File: src/rtl/veto_align_pkg.sv
// Shared definitions for the veto time-in aligner.
// Assumes: all users run in the single 100 MHz clock domain.
package veto_align_pkg;
    typedef enum logic {
        CAL_IDLE = 1'b0,
        CAL_RUN  = 1'b1
    } cal_state_e;

    localparam int SYNC_STAGES = 2;
endpackage

File: src/rtl/veto_in_sync.sv
// Multi-stage synchroniser for a vector of veto lines.
// Assumes: every bit is independent; equal latency across bits is what keeps
// measured lags comparable.
module veto_in_sync #(
    parameter int W      = 4,
    parameter int STAGES = 2
) (
    input  logic         clk,
    input  logic         rst_n,
    input  logic [W-1:0] din,
    output logic [W-1:0] dout
);
    logic [W-1:0] stage [STAGES];

    // Shift each line through the register chain.
    always_ff @(posedge clk) begin
        if (!rst_n) begin
            for (int k = 0; k < STAGES; k++) stage[k] <= '0;
        end else begin
            stage[0] <= din;
            for (int k = 1; k < STAGES; k++) stage[k] <= stage[k-1];
        end
    end

    assign dout = stage[STAGES-1];
endmodule

File: src/rtl/veto_lag_meter.sv
// Measures the cycles from a start strobe to the first rising edge of one line.
// Assumes: start is a single-cycle strobe; a rise in the start cycle is ignored.
module veto_lag_meter #(
    parameter int LAG_W = 8
) (
    input  logic             clk,
    input  logic             rst_n,
    input  logic             start,
    input  logic             sig,
    output logic [LAG_W-1:0] lag,
    output logic             done,
    output logic             timed_out
);
    logic running;
    logic sig_q;
    logic rise;

    assign rise = sig & ~sig_q;

    // Remember the previous line level for edge detection.
    always_ff @(posedge clk) begin
        if (!rst_n) sig_q <= 1'b0;
        else        sig_q <= sig;
    end

    // Count until the first edge or until the counter saturates.
    always_ff @(posedge clk) begin
        if (!rst_n) begin
            lag       <= '0;
            running   <= 1'b0;
            done      <= 1'b0;
            timed_out <= 1'b0;
        end else if (start) begin
            lag       <= '0;
            running   <= 1'b1;
            done      <= 1'b0;
            timed_out <= 1'b0;
        end else if (running) begin
            if (rise) begin
                running <= 1'b0;
                done    <= 1'b1;
            end else if (lag == '1) begin
                running   <= 1'b0;
                done      <= 1'b1;
                timed_out <= 1'b1;
            end else begin
                lag <= lag + 1'b1;
            end
        end
    end
endmodule

File: src/rtl/veto_delay_tap.sv
// Programmable delay of one line by 0..DEPTH clock cycles.
// Assumes: sel never exceeds DEPTH; sel of 0 passes the input straight through.
module veto_delay_tap #(
    parameter int DEPTH = 255,
    parameter int SEL_W = 8
) (
    input  logic             clk,
    input  logic             rst_n,
    input  logic             din,
    input  logic [SEL_W-1:0] sel,
    output logic             dout
);
    logic [DEPTH-1:0] sr;

    // Shift the line one stage per cycle.
    always_ff @(posedge clk) begin
        if (!rst_n) sr <= '0;
        else        sr <= {sr[DEPTH-2:0], din};
    end

    // Pick the tap for the programmed delay.
    always_comb begin
        if (sel == '0) dout = din;
        else           dout = sr[sel - 1'b1];
    end
endmodule

File: src/rtl/veto_bunch_counter.sv
// Shared bunch number counter.
// Assumes: clear and step are single-cycle strobes in this clock domain.
module veto_bunch_counter #(
    parameter int BID_W = 12
) (
    input  logic             clk,
    input  logic             rst_n,
    input  logic             clear,
    input  logic             step,
    output logic [BID_W-1:0] count
);
    // Clear wins over step; the count wraps naturally.
    always_ff @(posedge clk) begin
        if (!rst_n)     count <= '0;
        else if (clear) count <= '0;
        else if (step)  count <= count + 1'b1;
    end
endmodule

File: src/rtl/veto_timein_aligner.sv
// Veto input time-in aligner: measures each line's lag to a reference,
// delays early lines to match the latest, and tags aligned vetoes with a
// shared bunch number.
// Assumes: ref_pulse is one cycle wide; all inputs are synchronous except
// veto_in, which is synchronised here.
module veto_timein_aligner
    import veto_align_pkg::*;
#(
    parameter int N_IN   = 4,
    parameter int LAG_W  = 8,
    parameter int BID_W  = 12,
    parameter int SYNC_N = SYNC_STAGES
) (
    input  logic                    clk,
    input  logic                    rst_n,
    input  logic                    cal_en,
    input  logic                    ref_pulse,
    input  logic                    bunch_stb,
    input  logic [N_IN-1:0]         veto_in,
    output logic                    veto_valid,
    output logic [BID_W-1:0]        veto_bid,
    output logic                    cal_done,
    output logic [N_IN-1:0]         cal_timeout,
    output logic [N_IN*LAG_W-1:0]   tap_dly
);
    localparam int DLY_DEPTH = (1 << LAG_W) - 1;

    logic [N_IN-1:0]  veto_sync;
    logic [LAG_W-1:0] lag      [N_IN];
    logic [LAG_W-1:0] dly_q    [N_IN];
    logic [N_IN-1:0]  lag_done;
    logic [N_IN-1:0]  lag_tmo;
    logic [N_IN-1:0]  use_q;
    logic [N_IN-1:0]  tap_out;
    logic [N_IN-1:0]  aligned;
    logic [LAG_W-1:0] lag_max;
    logic [BID_W-1:0] bunch_q;
    logic             cal_start;
    logic             any_now;
    logic             any_q;
    cal_state_e       cal_state;

    assign cal_start   = cal_en & ref_pulse;
    assign cal_timeout = lag_tmo;

    veto_in_sync #(.W(N_IN), .STAGES(SYNC_N)) u_sync (
        .clk  (clk),
        .rst_n(rst_n),
        .din  (veto_in),
        .dout (veto_sync)
    );

    veto_bunch_counter #(.BID_W(BID_W)) u_bunch (
        .clk  (clk),
        .rst_n(rst_n),
        .clear(ref_pulse),
        .step (bunch_stb),
        .count(bunch_q)
    );

    for (genvar g = 0; g < N_IN; g++) begin : g_lane
        veto_lag_meter #(.LAG_W(LAG_W)) u_meter (
            .clk      (clk),
            .rst_n    (rst_n),
            .start    (cal_start),
            .sig      (veto_sync[g]),
            .lag      (lag[g]),
            .done     (lag_done[g]),
            .timed_out(lag_tmo[g])
        );

        veto_delay_tap #(.DEPTH(DLY_DEPTH), .SEL_W(LAG_W)) u_tap (
            .clk  (clk),
            .rst_n(rst_n),
            .din  (veto_sync[g]),
            .sel  (dly_q[g]),
            .dout (tap_out[g])
        );

        assign aligned[g]                   = tap_out[g] & use_q[g];
        assign tap_dly[g*LAG_W +: LAG_W]    = dly_q[g];
    end

    // Largest lag among lines that reported an edge.
    always_comb begin
        lag_max = '0;
        for (int i = 0; i < N_IN; i++) begin
            if (!lag_tmo[i] && (lag[i] > lag_max)) lag_max = lag[i];
        end
    end

    // Calibration sequencing and loading of the per-line delays.
    always_ff @(posedge clk) begin
        if (!rst_n) begin
            cal_state <= CAL_IDLE;
            cal_done  <= 1'b0;
            use_q     <= '1;
            for (int i = 0; i < N_IN; i++) dly_q[i] <= '0;
        end else if (cal_start) begin
            cal_state <= CAL_RUN;
            cal_done  <= 1'b0;
        end else if ((cal_state == CAL_RUN) && (&lag_done)) begin
            cal_state <= CAL_IDLE;
            cal_done  <= 1'b1;
            use_q     <= ~lag_tmo;
            for (int i = 0; i < N_IN; i++) begin
                dly_q[i] <= lag_tmo[i] ? '0 : (lag_max - lag[i]);
            end
        end
    end

    assign any_now = |aligned;

    // Edge-detect the merged aligned vetoes and tag them with the bunch number.
    always_ff @(posedge clk) begin
        if (!rst_n) begin
            any_q      <= 1'b0;
            veto_valid <= 1'b0;
            veto_bid   <= '0;
        end else begin
            any_q      <= any_now;
            veto_valid <= !cal_en && any_now && !any_q;
            if (!cal_en && any_now && !any_q) veto_bid <= bunch_q;
        end
    end
endmodule

File: config.mk
export PLATFORM = sky130hd
export DESIGN_NAME = veto_timein_aligner
export DESIGN_NICKNAME = d
export VERILOG_FILES = /design/src/rtl/veto_align_pkg.sv /design/src/rtl/veto_in_sync.sv /design/src/rtl/veto_lag_meter.sv /design/src/rtl/veto_delay_tap.sv /design/src/rtl/veto_bunch_counter.sv /design/src/rtl/veto_timein_aligner.sv
export SDC_FILE = /design/constraint.sdc
export NUM_CORES = 2
export LEC_CHECK = 0
export BUFFER_PORTS_ARGS = -buffer_cell sky130_fd_sc_hd__buf_2
export CORE_ASPECT_RATIO = 1.5
export CORE_UTILIZATION = 45
export DETAILED_ROUTE_END_ITERATION = 8
export PLACE_DENSITY = 0.69
export SETUP_SLACK_MARGIN = 0.3
export SYNTH_ARGS = -nofsm -noshare
export SYNTH_HDL_FRONTEND = slang
export SYNTH_SLANG_ARGS = --single-unit
File: constraint.sdc
create_clock -name clk -period 10.5 [get_ports clk]
set_clock_uncertainty 0.2 [all_clocks]
set_input_delay 0.525 -clock clk [delete_from_list [all_inputs] [get_ports clk]]
set_output_delay 0.525 -clock clk [all_outputs]
set_load 0.005 [all_outputs]
==> impl_metrics.toml <==
[timing]
worstMarginPinSlew_ns = 1.22
slew_headroom = 0.186
setup_viol = 0
rsz0062_at_grt = "no"
fin_crit_ns = 8.63
fin_setup_tns_ns = 0
finalCritPeriodShare = 0.822
hold_violations = 0
fmax_mhz = 116
finalMaxSlewViolations = 0

[die]
die_x_um = 254
rows = 138
core_area_mm2 = 0.0944
pin_count = 59
die_h_um = 380
dieArea_mm2 = 0.0967
start_util = 0.455

[synth]
synthTopCellsByCount = "1,104 x dfxtp_1, 1,040 x and2_1, 280 x mux4_2, 165 x clkbuf_1, 110 x nor2_1"
synth_warnings = 0
yosysMostFrequentCell = "dfxtp_1"
synth_cell_types = 75
synth_top_flop_cell = "dfxtp_1"
synth_area_mm2 = 0.0429
synth-edff-count = 32
synth.avg_cell_area_um2 = 12.0
yosys-top-cells-area = "dfxtp_1 51%, and2_1 15%, mux4_2 15%, edfxtp_1 2.2%, ha_1 1.9%"
yosysSeqAreaShare = 0.537
synth-seq-cells = 1136
synth_top_cell_by_area = "dfxtp_1"
syn-num-nets = 3644
postSynthCellCount = 3565
async_reset_ff_frac = 0
synth_top_cell_area_share = 0.515

[outcome]
status = "completed"

[final_layout]
final_nets = 3624
antenna_cells = 0
nFillCells = 8200
area_growth_pct = 11.5
stdcell_area_mm2 = 0.0479
drive_gt1_frac = 0.164

[route]
drcViolationCount = 0
ant_nets = 0
vias_per_cell = 5.06
post_drt_wl_per_cell_um = 16.6
num_vias = 24700
routed_wirelength_um = 81200
drtPass1Iterations = 5
drt_iter0_drc = 1403

[setup_path]
cpPeakStageDelay_ns = 0.68
criticalPathCategory = "register to register"
r2r_start = "g_lane[0].u_meter.lag[1]"
worstPathArrival_ns = 8.87
ff2ff_path_depth = 44
rr_endpoint = "dly_q[1][7]"
cp_max_fo = 15
cp.required_ns = 10.74
worst_setup_path_end_kind = "register"
cp_slowest_cell = "mux2i_1"
cp-start-kind = "register"
ff2ff_setup_slack_ns = 1.87

[power]
sw_frac_of_total = 0.217
internal_power_mw = 6.80
leakage_nw = 18.7
pwr-share-clk = 0.462
ir_drop_mv = 0.120
pwr-share-comb = 0.037
switchingPower_mw = 1.88
powerDensity_mw_per_mm2 = 181
pwr-share-seq = 0.502

[clock_network]
clockBufferDepth = 3
htree_levels = 3
clk_latency_ns = 0.69
root_buffer = "clkbuf_16"
clkSinkCount = 1136
numCtsBuffers = 103
cts_tree = "yes"
post-cts-setup-buffers = 0
cts.clk_slew.worst_paths_ns = 0.07

[global_routing]
grt-ovfl-total = 0
grt_max_degree = 175
grt_pass1_wl_um = 135000
use_met3 = 0.0283
grtUsageTotal = 0.173
busiest_layer = "met2"
use_met1 = 0.214
grt.met2_usage = 0.300
grt_antenna_before_repair = 0
first_global_vias = 25500

[placed_design]
gp_congestion = 0.860
io_buffers = 58
dp_hpwl_um = 52600
post_dp_cell_area_mm2 = 0.0441

[hold_path]
worstHoldStart = "rst_n"
holdPathEnd = "veto_bid[4]"
min_path_cells = 3
hp-class = "input pin to register"

[flow_run]
cap_violations = 0
[power by group through the flow]
stage / registers, mW / logic [mW] / clock network, mW
detailed placement: 4.45 / 0.322 / 0
global route: 4.35 / 0.351 / 4.28
finish: 4.36 / 0.318 / 4.01
CTS: 4.35 / 0.325 / 4.11
global placement: 4.45 / 0.322 / 0
floorplan: 4.44 / 0.245 / 0
[how the worst max path moves through the flow]
stage                        startpoint          end  cells past startpoint
2_1_floorplan  g_lane[0].u_meter.lag[1]  dly_q[0][7]                     44
3_3_place_gp   g_lane[0].u_meter.lag[1]  dly_q[0][7]                     44
3_5_place_dp   g_lane[0].u_meter.lag[1]  dly_q[2][7]                     44
4_1_cts        g_lane[0].u_meter.lag[1]  dly_q[0][7]                     44
5_1_grt        g_lane[0].u_meter.lag[1]  dly_q[2][7]                     44
6_report       g_lane[0].u_meter.lag[1]  dly_q[1][7]                     44
[stage by stage]
stage | hold slack [ns] | setup WS [ns] | std cells | utilization | power (mW)
finish | 0.169 | 1.87 | 4891 | 0.507 | 8.68
global route | 0.225 | 0.909 | 4891 | 0.507 | 8.99
CTS | 0.163 | 1.79 | 4891 | 0.507 | 8.79
detailed placement | 0.238 | 1.83 | 4693 | 0.467 | 4.77
global placement | 0.232 | 1.90 | 4693 | 0.467 | 4.77
floorplan | 0.212 | 2.58 | 3565 | - | 4.69
[state kept, by name (all words and copies together), names as in the netlist]
register and cells:
g_lane.u_meter.running 4, dly_q 32, g_lane.u_meter.lag 32, g_lane.u_meter.timed_out 4, cal_state 1, u_bunch.count 12, g_lane.u_meter.done 4, use_q 4
g_lane.u_tap.sr 1020, u_sync.stage 8, veto_valid 1, cal_done 1, veto_bid 12, any_q 1
[what timing repair did]
action,CTS,global route
endpoints found under the hold margin,9,0
hold buffers,7,0
gates resized for setup,0,0
[cells by family (layout without fill, tap and decap cells)]
logic type,Yosys count,after routing,synth area share
AND/OR/NAND/NOR,1437,1437,0.197
flip-flops,1136,1136,0.537
buffers and inverters,289,355,0.0286
multiplexers,370,370,0.169
adder cells (fa/ha/maj),70,70,0.0211
AO/OA/AOI/OAI,175,175,0.0285
XOR/XNOR,88,88,0.0185
[worst max-delay path: cells and delay by family, from the launching register on]
family          cells  cell delay (ns)
compound gates     18             2.90
simple gates       10             1.04
mux                 2             0.90
flops               1             0.44
xor+xnor            2             0.29
fa+ha+maj           5             1.44
buf+inv             7             1.17
[area by class of cell]
| type | count | area [µm²] | area share |
|---|---|---|---|
| clock buffers | 134 | 3000 | 0.0627 |
| well taps | 1260 | 1580 | 0.0329 |
| repair buffers | 96 | 616 | 0.0129 |
| multi-input cells | 2140 | 18700 | 0.390 |
| inverters | 68 | 255 | 0.00533 |
| flip-flops and latches | 1136 | 23100 | 0.482 |
| clock inverters | 57 | 682 | 0.0142 |
[metal layers]
layer | share of wire | wire [µm]
met1 | 0.43 | 35000
met2 | 0.51 | 41200
met3 | 0.035 | 2830
met4 | 0.026 | 2140
met5 | 0 | 0
[cell usage in the layout (no fill, tap or decap), types with 27 or more instances in the layout]
cell type / n
dfxtp_1: 1104
and2_1: 1040
mux4_2: 280
nor2_1: 110
clkbuf_16: 108
nand2_1: 92
mux2i_1: 73
inv_1: 68
ha_1: 62
xnor2_1: 58
buf_2: 57
nand3_1: 37
o21ai_0: 36
edfxtp_1: 32
buf_4: 30
a21oi_1: 27
No activity file was read; power rests on OpenSTA's default activity.
